<file path="config.mk">
export PLATFORM = sky130hd
export DESIGN_NAME = irq_page_scanner
export DESIGN_NICKNAME = d
export VERILOG_FILES = /design/src/rtl/irq_scan_pkg.sv /design/src/rtl/irq_unit_picker.sv /design/src/rtl/irq_byte_eval.sv /design/src/rtl/irq_page_scanner.sv
export SDC_FILE = /design/constraint.sdc
export NUM_CORES = 1
export LEC_CHECK = 0
export BUFFER_PORTS_ARGS = -buffer_cell sky130_fd_sc_hd__buf_2
export CORE_UTILIZATION = 50
export CTS_CLUSTER_DIAMETER = 50
export CTS_CLUSTER_SIZE = 20
export DETAILED_ROUTE_END_ITERATION = 10
export PLACE_DENSITY_LB_ADDON = 0.08
export RECOVER_POWER = 25
export SLEW_MARGIN = 10
export SYNTH_ARGS = -nofsm -noshare
export SYNTH_HDL_FRONTEND = slang
export SYNTH_SLANG_ARGS = --single-unit
</file>
<file path="constraint.sdc">
create_clock -name clk_i -period 2.7 [get_ports clk_i]
set_input_delay 0.135 -clock clk_i [delete_from_list [all_inputs] [get_ports clk_i]]
set_output_delay 0.135 -clock clk_i [all_outputs]
set_load 0.05 [all_outputs]
</file>
<file path="src/rtl/irq_scan_pkg.sv">
package irq_scan_pkg;
  localparam logic [7:0] BYTE_FULL = 8'hFF;

  typedef enum logic [2:0] {
    ST_IDLE,
    ST_MASK,
    ST_PICK,
    ST_SRC_RD,
    ST_SRC_CLR,
    ST_EVT_RD,
    ST_EVT_CLR
  } scan_state_e;
endpackage

</file>
<file path="src/rtl/irq_unit_picker.sv">
module irq_unit_picker #(
  parameter int N     = 6,
  parameter int POS_W = 3
) (
  input  logic [N-1:0]     mask_i,
  input  logic [POS_W-1:0] from_i,
  output logic             found_o,
  output logic [POS_W-1:0] pos_o
);
  // lowest present position at or after from_i
  always_comb begin
    found_o = 1'b0;
    pos_o   = '0;
    for (int i = N - 1; i >= 0; i--) begin
      if (mask_i[i] && (POS_W'(i) >= from_i)) begin
        found_o = 1'b1;
        pos_o   = POS_W'(i);
      end
    end
  end
endmodule

</file>
<file path="src/rtl/irq_byte_eval.sv">
module irq_byte_eval
  import irq_scan_pkg::*;
(
  input  logic [7:0] byte_i,
  output logic       set_o,
  output logic       bad_o
);
  assign set_o = (byte_i != 8'h00);
  assign bad_o = set_o && (byte_i != BYTE_FULL);
endmodule

</file>
<file path="src/rtl/irq_page_scanner.sv">
module irq_page_scanner
  import irq_scan_pkg::*;
#(
  parameter int                N_ENG        = 4,
  parameter int                ADDR_W       = 12,
  parameter int                UNIT_W       = 6,
  parameter int                BIT_W        = 4,
  parameter int                MASK_BYTES   = 2,
  parameter logic [ADDR_W-1:0] SRC_BASE     = 12'h400,
  parameter logic [ADDR_W-1:0] MASK_BASE    = 12'h440,
  parameter logic [UNIT_W-1:0] PRI_UNIT     = 6'd25,
  parameter logic [UNIT_W-1:0] SEC_UNIT     = 6'd31,
  parameter int                ENG_EVT_BIT  = 0,
  parameter int                CTRL_EVT_BIT = 1
) (
  input  logic                clk_i,
  input  logic                rst_ni,
  input  logic                irq_i,
  input  logic                en_i,
  input  logic                dis_i,
  input  logic [N_ENG+1:0]    present_i,
  output logic                mem_req_o,
  output logic                mem_we_o,
  output logic [ADDR_W-1:0]   mem_addr_o,
  output logic [7:0]          mem_wdata_o,
  input  logic                mem_ack_i,
  input  logic [7:0]          mem_rdata_i,
  output logic                disp_valid_o,
  output logic [UNIT_W-1:0]   disp_unit_o,
  output logic [BIT_W-1:0]    disp_bit_o,
  output logic                err_valid_o,
  output logic [ADDR_W-1:0]   err_addr_o,
  output logic [7:0]          err_val_o
);
  localparam int N_UNITS = N_ENG + 2;
  localparam int POS_W   = $clog2(N_UNITS + 1);
  localparam int MB_W    = (MASK_BYTES > 1) ? $clog2(MASK_BYTES) : 1;

  scan_state_e          state_q;
  logic [POS_W-1:0]     pos_q;
  logic [N_UNITS-1:0]   prs_q;
  logic                 irq_pend_q, cmd_pend_q, cmd_val_q, wval_q;
  logic [MB_W-1:0]      mb_q;
  logic                 disp_valid_q, err_valid_q;
  logic [UNIT_W-1:0]    disp_unit_q;
  logic [BIT_W-1:0]     disp_bit_q;
  logic [ADDR_W-1:0]    err_addr_q;
  logic [7:0]           err_val_q;

  logic                 found;
  logic [POS_W-1:0]     found_pos;
  logic                 rd_set, rd_bad;
  logic [UNIT_W-1:0]    unit_idx;
  logic [BIT_W-1:0]     evt_bit;
  logic [ADDR_W-1:0]    src_addr, evt_addr;
  logic                 cmd_now, mask_go, start;

  irq_unit_picker #(.N(N_UNITS), .POS_W(POS_W)) i_picker (
    .mask_i (prs_q),
    .from_i (pos_q),
    .found_o(found),
    .pos_o  (found_pos)
  );

  irq_byte_eval i_eval (
    .byte_i(mem_rdata_i),
    .set_o (rd_set),
    .bad_o (rd_bad)
  );

  always_comb begin
    if (pos_q < POS_W'(N_ENG)) begin
      unit_idx = UNIT_W'(pos_q);
      evt_bit  = BIT_W'(ENG_EVT_BIT);
    end else if (pos_q == POS_W'(N_ENG)) begin
      unit_idx = PRI_UNIT;
      evt_bit  = BIT_W'(CTRL_EVT_BIT);
    end else begin
      unit_idx = SEC_UNIT;
      evt_bit  = BIT_W'(CTRL_EVT_BIT);
    end
  end

  assign src_addr = SRC_BASE + ADDR_W'(unit_idx);
  assign evt_addr = (ADDR_W'(unit_idx) << BIT_W) | ADDR_W'(evt_bit);

  assign cmd_now = en_i | dis_i;
  assign mask_go = (state_q == ST_IDLE) && (cmd_pend_q | cmd_now);
  assign start   = (state_q == ST_IDLE) && !(cmd_pend_q | cmd_now) && (irq_pend_q | irq_i);

  always_comb begin
    mem_req_o   = 1'b1;
    mem_we_o    = 1'b0;
    mem_addr_o  = src_addr;
    mem_wdata_o = 8'h00;
    case (state_q)
      ST_MASK: begin
        mem_we_o    = 1'b1;
        mem_addr_o  = MASK_BASE + ADDR_W'(mb_q);
        mem_wdata_o = wval_q ? BYTE_FULL : 8'h00;
      end
      ST_SRC_RD:  ;
      ST_SRC_CLR: mem_we_o = 1'b1;
      ST_EVT_RD:  mem_addr_o = evt_addr;
      ST_EVT_CLR: begin
        mem_we_o   = 1'b1;
        mem_addr_o = evt_addr;
      end
      default: mem_req_o = 1'b0;
    endcase
  end

  always_ff @(posedge clk_i or negedge rst_ni) begin
    if (!rst_ni) begin
      state_q      <= ST_IDLE;
      pos_q        <= '0;
      prs_q        <= '0;
      irq_pend_q   <= 1'b0;
      cmd_pend_q   <= 1'b0;
      cmd_val_q    <= 1'b0;
      wval_q       <= 1'b0;
      mb_q         <= '0;
      disp_valid_q <= 1'b0;
      disp_unit_q  <= '0;
      disp_bit_q   <= '0;
      err_valid_q  <= 1'b0;
      err_addr_q   <= '0;
      err_val_q    <= '0;
    end else begin
      disp_valid_q <= 1'b0;
      err_valid_q  <= 1'b0;
      irq_pend_q   <= start ? 1'b0 : (irq_pend_q | irq_i);
      if (mask_go) begin
        wval_q     <= cmd_now ? ~dis_i : cmd_val_q;
        cmd_pend_q <= 1'b0;
      end
      if (cmd_now && !mask_go) begin
        cmd_pend_q <= 1'b1;
        cmd_val_q  <= ~dis_i;
      end
      case (state_q)
        ST_IDLE: begin
          if (mask_go) begin
            state_q <= ST_MASK;
            mb_q    <= '0;
          end else if (start) begin
            prs_q   <= present_i;
            pos_q   <= '0;
            state_q <= ST_PICK;
          end
        end
        ST_MASK: if (mem_ack_i) begin
          if (mb_q == MB_W'(MASK_BYTES - 1)) state_q <= ST_IDLE;
          else mb_q <= mb_q + 1'b1;
        end
        ST_PICK: begin
          if (found) begin
            pos_q   <= found_pos;
            state_q <= ST_SRC_RD;
          end else begin
            state_q <= ST_IDLE;
          end
        end
        ST_SRC_RD, ST_EVT_RD: if (mem_ack_i) begin
          if (rd_set) begin
            err_valid_q <= rd_bad;
            err_addr_q  <= mem_addr_o;
            err_val_q   <= mem_rdata_i;
            state_q     <= (state_q == ST_SRC_RD) ? ST_SRC_CLR : ST_EVT_CLR;
          end else begin
            pos_q   <= pos_q + 1'b1;
            state_q <= ST_PICK;
          end
        end
        ST_SRC_CLR: if (mem_ack_i) state_q <= ST_EVT_RD;
        ST_EVT_CLR: if (mem_ack_i) begin
          disp_valid_q <= 1'b1;
          disp_unit_q  <= unit_idx;
          disp_bit_q   <= evt_bit;
          pos_q        <= pos_q + 1'b1;
          state_q      <= ST_PICK;
        end
        default: state_q <= ST_IDLE;
      endcase
    end
  end

  assign disp_valid_o = disp_valid_q;
  assign disp_unit_o  = disp_unit_q;
  assign disp_bit_o   = disp_bit_q;
  assign err_valid_o  = err_valid_q;
  assign err_addr_o   = err_addr_q;
  assign err_val_o    = err_val_q;
endmodule

</file>
* Yosys cells after proc, flatten, opt, wreduce, memory -nomap -nowiden
Index checks and enable logic that the tools add are counted.
** Storage, ports and cells
- Logic and storage cells :: 128
- Register bits after elaboration :: 49
** Operators by class
- Bitwise logic cells :: 6
- Equality and inequality tests :: 19
- Reductions and logical operators :: 28
- $add $sub $neg :: 4
- Magnitude comparators :: 7
- Muxes and demuxes :: 50
** Operators with widths (count)
- $mux 3 :: 21
- $pmux 12 s2 :: 1
- $mux 1 :: 20
- $ne 2x2->1 const B :: 10
- $pmux 3 s6 :: 1
- $mux 8 :: 2
- $add 11x1->12 const A :: 1
- $add 11x6->12 const A :: 1
- $eq 3x3->1 const B :: 4
- $pmux 3 s4 :: 1
- $logic_and 1x1->1 :: 11
- $or 10x4->10 :: 1
- $reduce_and 3->1 :: 3
- $ne 8x8->1 const B :: 1
- $reduce_bool 8->1 :: 1
- $reduce_and 7->1 :: 1
- $eq 3x2->1 const B :: 2
- $ge 1x3->1 const A :: 2
- $ge 2x3->1 const A :: 2
- $ge 3x3->1 const A :: 2
- $mux 6 :: 1
- $reduce_and 6->1 :: 1
- $reduce_or 5->1 :: 1
- $mux 2 :: 2
- other kinds (15) :: 21

* Depth between registers and ports, before layout
- Depth after elaboration :: 10
- Depth in mapped cells :: 8
- Mapped depth without buffers :: 7

* By module
From an unflattened synthesis, not the netlist that was laid out.
** Second synthesis, totals
- Cells, all modules :: 259
- Area, all modules :: 2314.7 µm²
** By module, submodules not included
- irq_page_scanner :: seq. area each 1001.0 µm², cells each 231, area an instance 2134.5 µm², instances 1
- irq_unit_picker :: seq. area each 0.0 µm², cells each 22, area an instance 143.9 µm², instances 1
- irq_byte_eval :: seq. area each 0.0 µm², cells each 6, area an instance 36.3 µm², instances 1

* Worst setup path after synthesis
OpenSTA, ideal clock, no wires.
- Kind :: register to register
- Start :: register state_q[0]
- End :: register err_addr_q[0] (netlist: err_addr_o[0])
- Arrival :: 2806 ps
- Period minus slack after synthesis :: 2873 ps
- Cell stages (with the launch flop) :: 7
- Path buffers :: 1
- Path slack :: -173 ps
- Cell sequence :: dfrtp_1 clkbuf_1 xor2_1 nand2_1 nor2_1 or3_1 mux2_2
** On the way
- Cells in the longest elaborated chain, start to end :: 3
** Ends and longest elaborated chain
- start, declared :: RTL line irq_page_scanner.sv:39 : scan_state_e state_q;
- start signal, assigned :: RTL line irq_page_scanner.sv:169 : state_q <= (state_q == ST_SRC_RD) ? ST_SRC_CLR : ST_EVT_CLR;
- $eq 3x3->1 :: RTL line irq_page_scanner.sv:96 : case (state_q)
- $reduce_or 2->1 (no source line)
- $pmux 12 s2 * :: RTL line irq_page_scanner.sv:96
- named net mem_addr_o[0] :: RTL line irq_page_scanner.sv:24 : output logic [ADDR_W-1:0] mem_addr_o,
- end signal, assigned :: RTL line irq_page_scanner.sv:167 : err_addr_q <= mem_addr_o;
- end, declared :: RTL line irq_page_scanner.sv:47 : logic [ADDR_W-1:0] err_addr_q;
The timed path passes the listed nets; every way through them passes the cells marked *.
A chain may end at the register's enable or synchronous reset.

* Final worst setup path
- Start :: register pos_q[1]
- End :: output port mem_addr_o[0]
** On the way
- Cells in the longest elaborated chain, start to end :: 4
** Ends and longest elaborated chain
- start, declared :: RTL line irq_page_scanner.sv:40 : logic [POS_W-1:0] pos_q;
- start signal, assigned :: RTL line irq_page_scanner.sv:158 : pos_q <= found_pos;
- start signal, assigned :: RTL line irq_page_scanner.sv:171 : pos_q <= pos_q + 1'b1;
- start signal, assigned :: RTL line irq_page_scanner.sv:180 : pos_q <= pos_q + 1'b1;
- $lt 3x3->1 * :: RTL line irq_page_scanner.sv:72 : if (pos_q < POS_W'(N_ENG)) begin
- $mux 6 or $mux 1 (tied branches) :: RTL line irq_page_scanner.sv:72
- $add 11x6->12 or $or 10x4->10 (tied branches) :: RTL line irq_page_scanner.sv:84, irq_page_scanner.sv:85
- $pmux 12 s2 * :: RTL line irq_page_scanner.sv:96
- end, declared :: RTL line irq_page_scanner.sv:24
Every way passes the cells marked *; elsewhere a longest branch is shown, timed or not.

==> results.toml <==
[sta]
min_period_ps = 2460
fin_crit_sh_pct = 91.0
skew_ps = 8.08
tns_ps = 0
setup_viol = 0
hold_slack_ps = 47.1
final_hold_viol_count = 0
maxSlewHeadroom_pct = 34.8
report.final.slew_viol_count = 0
max_freq_mhz = 407
tightest_slew_ps = 978
rsz0062_at_grt = "false"

[drt]
via_per_inst = 5.44
drt_wl_total_microns = 4600
drc = 0
vias = 1883
firstDrtPassIters = 4
postRouteAntennaNets = 0
drt-initial-drc-count = 105
post_drt_wl_per_cell_microns = 13.3

[synth]
syn_area_per_cell_sq_um = 9.73
async_reset_ff_share_pct = 100
synth.area.top_cells = "dfrtp_1, mux2_1, buf_4"
ys_types = 53
netlist.area_leader.share_pct = 42.9
synth_common_cells = "dfrtp_1, nand2_1, buf_4, nor2_1"
synth_seq_area_share_pct = 42.9
yosys_warnings = 0
yosys.area.top_type = "dfrtp_1"
synth_most_common_cell = "dfrtp_1"
synth_edf_count = 0
syn-cell-area_sq_um = 2330
postSynthCellCount = 240
synth_flop_cell = "dfrtp_1"
synth-seq-cells = 40

[final_layout]
fin_area_sq_um = 2650
areaGrowthSynthToFinish_pct = 13.7
nets = 318
finish.utilization_pct = 60.1
final_layout_size_suffix_gt1_share_pct = 22.4
antenna_cells = 0

[setup_path]
start_kind = "flip-flop"
criticalPathCategory = "reg -> out"
cp.required_ps = 2570
cp-end-kind = "primary output"
path_max_fanout = 12
critical_path_arrival_ps = 2320

[placement]
port_buffers = 65
hpwlAfterDp_microns = 3440
gp_congestion = 0.917
place_area_sq_um = 2590

[die]
die-area_sq_um = 4950
rows = 24
start_util_pct = 52.9
core_area_sq_um = 4410
die_y_microns = 70.3
boundaryPins = 74
die_w_microns = 70.3

[clocking]
clk_pin_slew_ps = 70
cts_tree = "done"
clock_latency_ps = 290
clockBufferDepth = 2
cts_setup_buffers = 0
cts_root_buf = "clkbuf_8"
h-tree-depth = 2
cts_made_buffers = 5
numClockSinks = 40

[hold_path]
hp-class = "in -> reg"

[global_routing]
grt_overflow_total = 0
grt_pass1_vias = 1671
grt_util_all_layers_pct = 19.8
grt_max_degree = 41
grt_pass1_wl_microns = 7890
antenna_found_initial = 0

[run_status]
status = "finished, final reports clean"

[power_and_ir_drop]
power.density_nw_per_um2 = 1380
total_power_mw = 3.66
p_leak_nw = 1.28
ir_drop_uv = 821

[flow_run]
drv_cap = 0
[final timing paths]
path                                start        endpoint  slack (ps)  cells past startpoint
setup / recovery                 pos_q[1]   mem_addr_o[0]         240                      6
hold / removal               present_i[3]        prs_q[3]          50                      3
setup reg to reg                 pos_q[1]   err_addr_o[0]         520                      6
hold reg to reg            err_addr_o[10]  err_addr_o[10]         480                      2
max in group asynchronous          rst_ni            mb_q        1560                      2
min in group asynchronous          rst_ni        prs_q[3]         540                      2
[cells in the final DEF (no fill, tap or decap), types with 4 or more instances in the layout]
cell type / count
conb_1: 8
buf_2: 38
nand2_1: 20
nor2_1: 17
nand2b_1: 6
xnor2_1: 4
dfrtp_1: 40
inv_1: 8
nor3_1: 5
clkbuf_8: 5
a21oi_1: 14
mux2_2: 6
buf_4: 4
o21ai_0: 10
ha_1: 4
nor2b_1: 5
clkbuf_1: 26
mux2_1: 14
[state kept, by name, summed over array words and instances (netlist names), 3 cells and up]
name / count
err_val_o: 8
disp_unit_o: 4
pos_q: 3
err_addr_o: 9
prs_q: 6
state_q: 3
[report_power, final]
group          switching, mW  internal (mW)
registers              0.218          0.826
clock network          0.204          0.175
logic                   1.59          0.639
total                   2.02           1.64
[stage by stage]
| stage | worst slack [ps] | std cells |
|---|---|---|
| global route | 53.4 | 346 |
| floorplan | 41.1 | 247 |
| CTS | 207 | 346 |
| finish | 242 | 346 |
| global placement | 553 | 338 |
| detailed placement | 520 | 338 |
[layer usage]
layer / global-route usage (%) / share of wire [%] / up-vias / routed length [microns]
li1: - / - / 923 / -
met1: 27.0 / 46 / 885 / 2130
met2: 30.5 / 46 / 67 / 2140
met3: 4.62 / 5.6 / 8 / 257
met4: 7.56 / 1.5 / 0 / 68
met5: 0 / 0 / - / 0
[kinds of logic after synthesis]
kind of cell | share of synthesized area (%)
multiplexers | 10.9
adder cells (fa/ha/maj) | 2.14
flip-flops | 42.9
AO/OA/AOI/OAI | 14.5
AND/OR/NAND/NOR | 17.7
XOR/XNOR | 2.25
buffers and inverters | 9.38
other | 0.161
[critical path, stage by stage, from the launching register on]
cell and delay (ps):
dfrtp_1 540, inv_1 90, ha_1 260, o31ai_1 430, nor2_2 100, or3_1 400
buf_2 220
[what timing repair did]
action	CTS	global route
hold buffers	1	0
hold endpoints to repair	33	0
gates resized for setup	0	0
[final cells by class]
type,count,area (sq um)
Fill cell,426,1760
Timing Repair Buffer,70,333
Clock buffer,5,68.8
Inverter,8,30.0
Sequential cell,40,1000
Multi-Input combinational cell,169,1140
Tap cell,52,65.1
Clock inverter,2,12.5
Note: power is estimated with default switching activity, not from simulation.
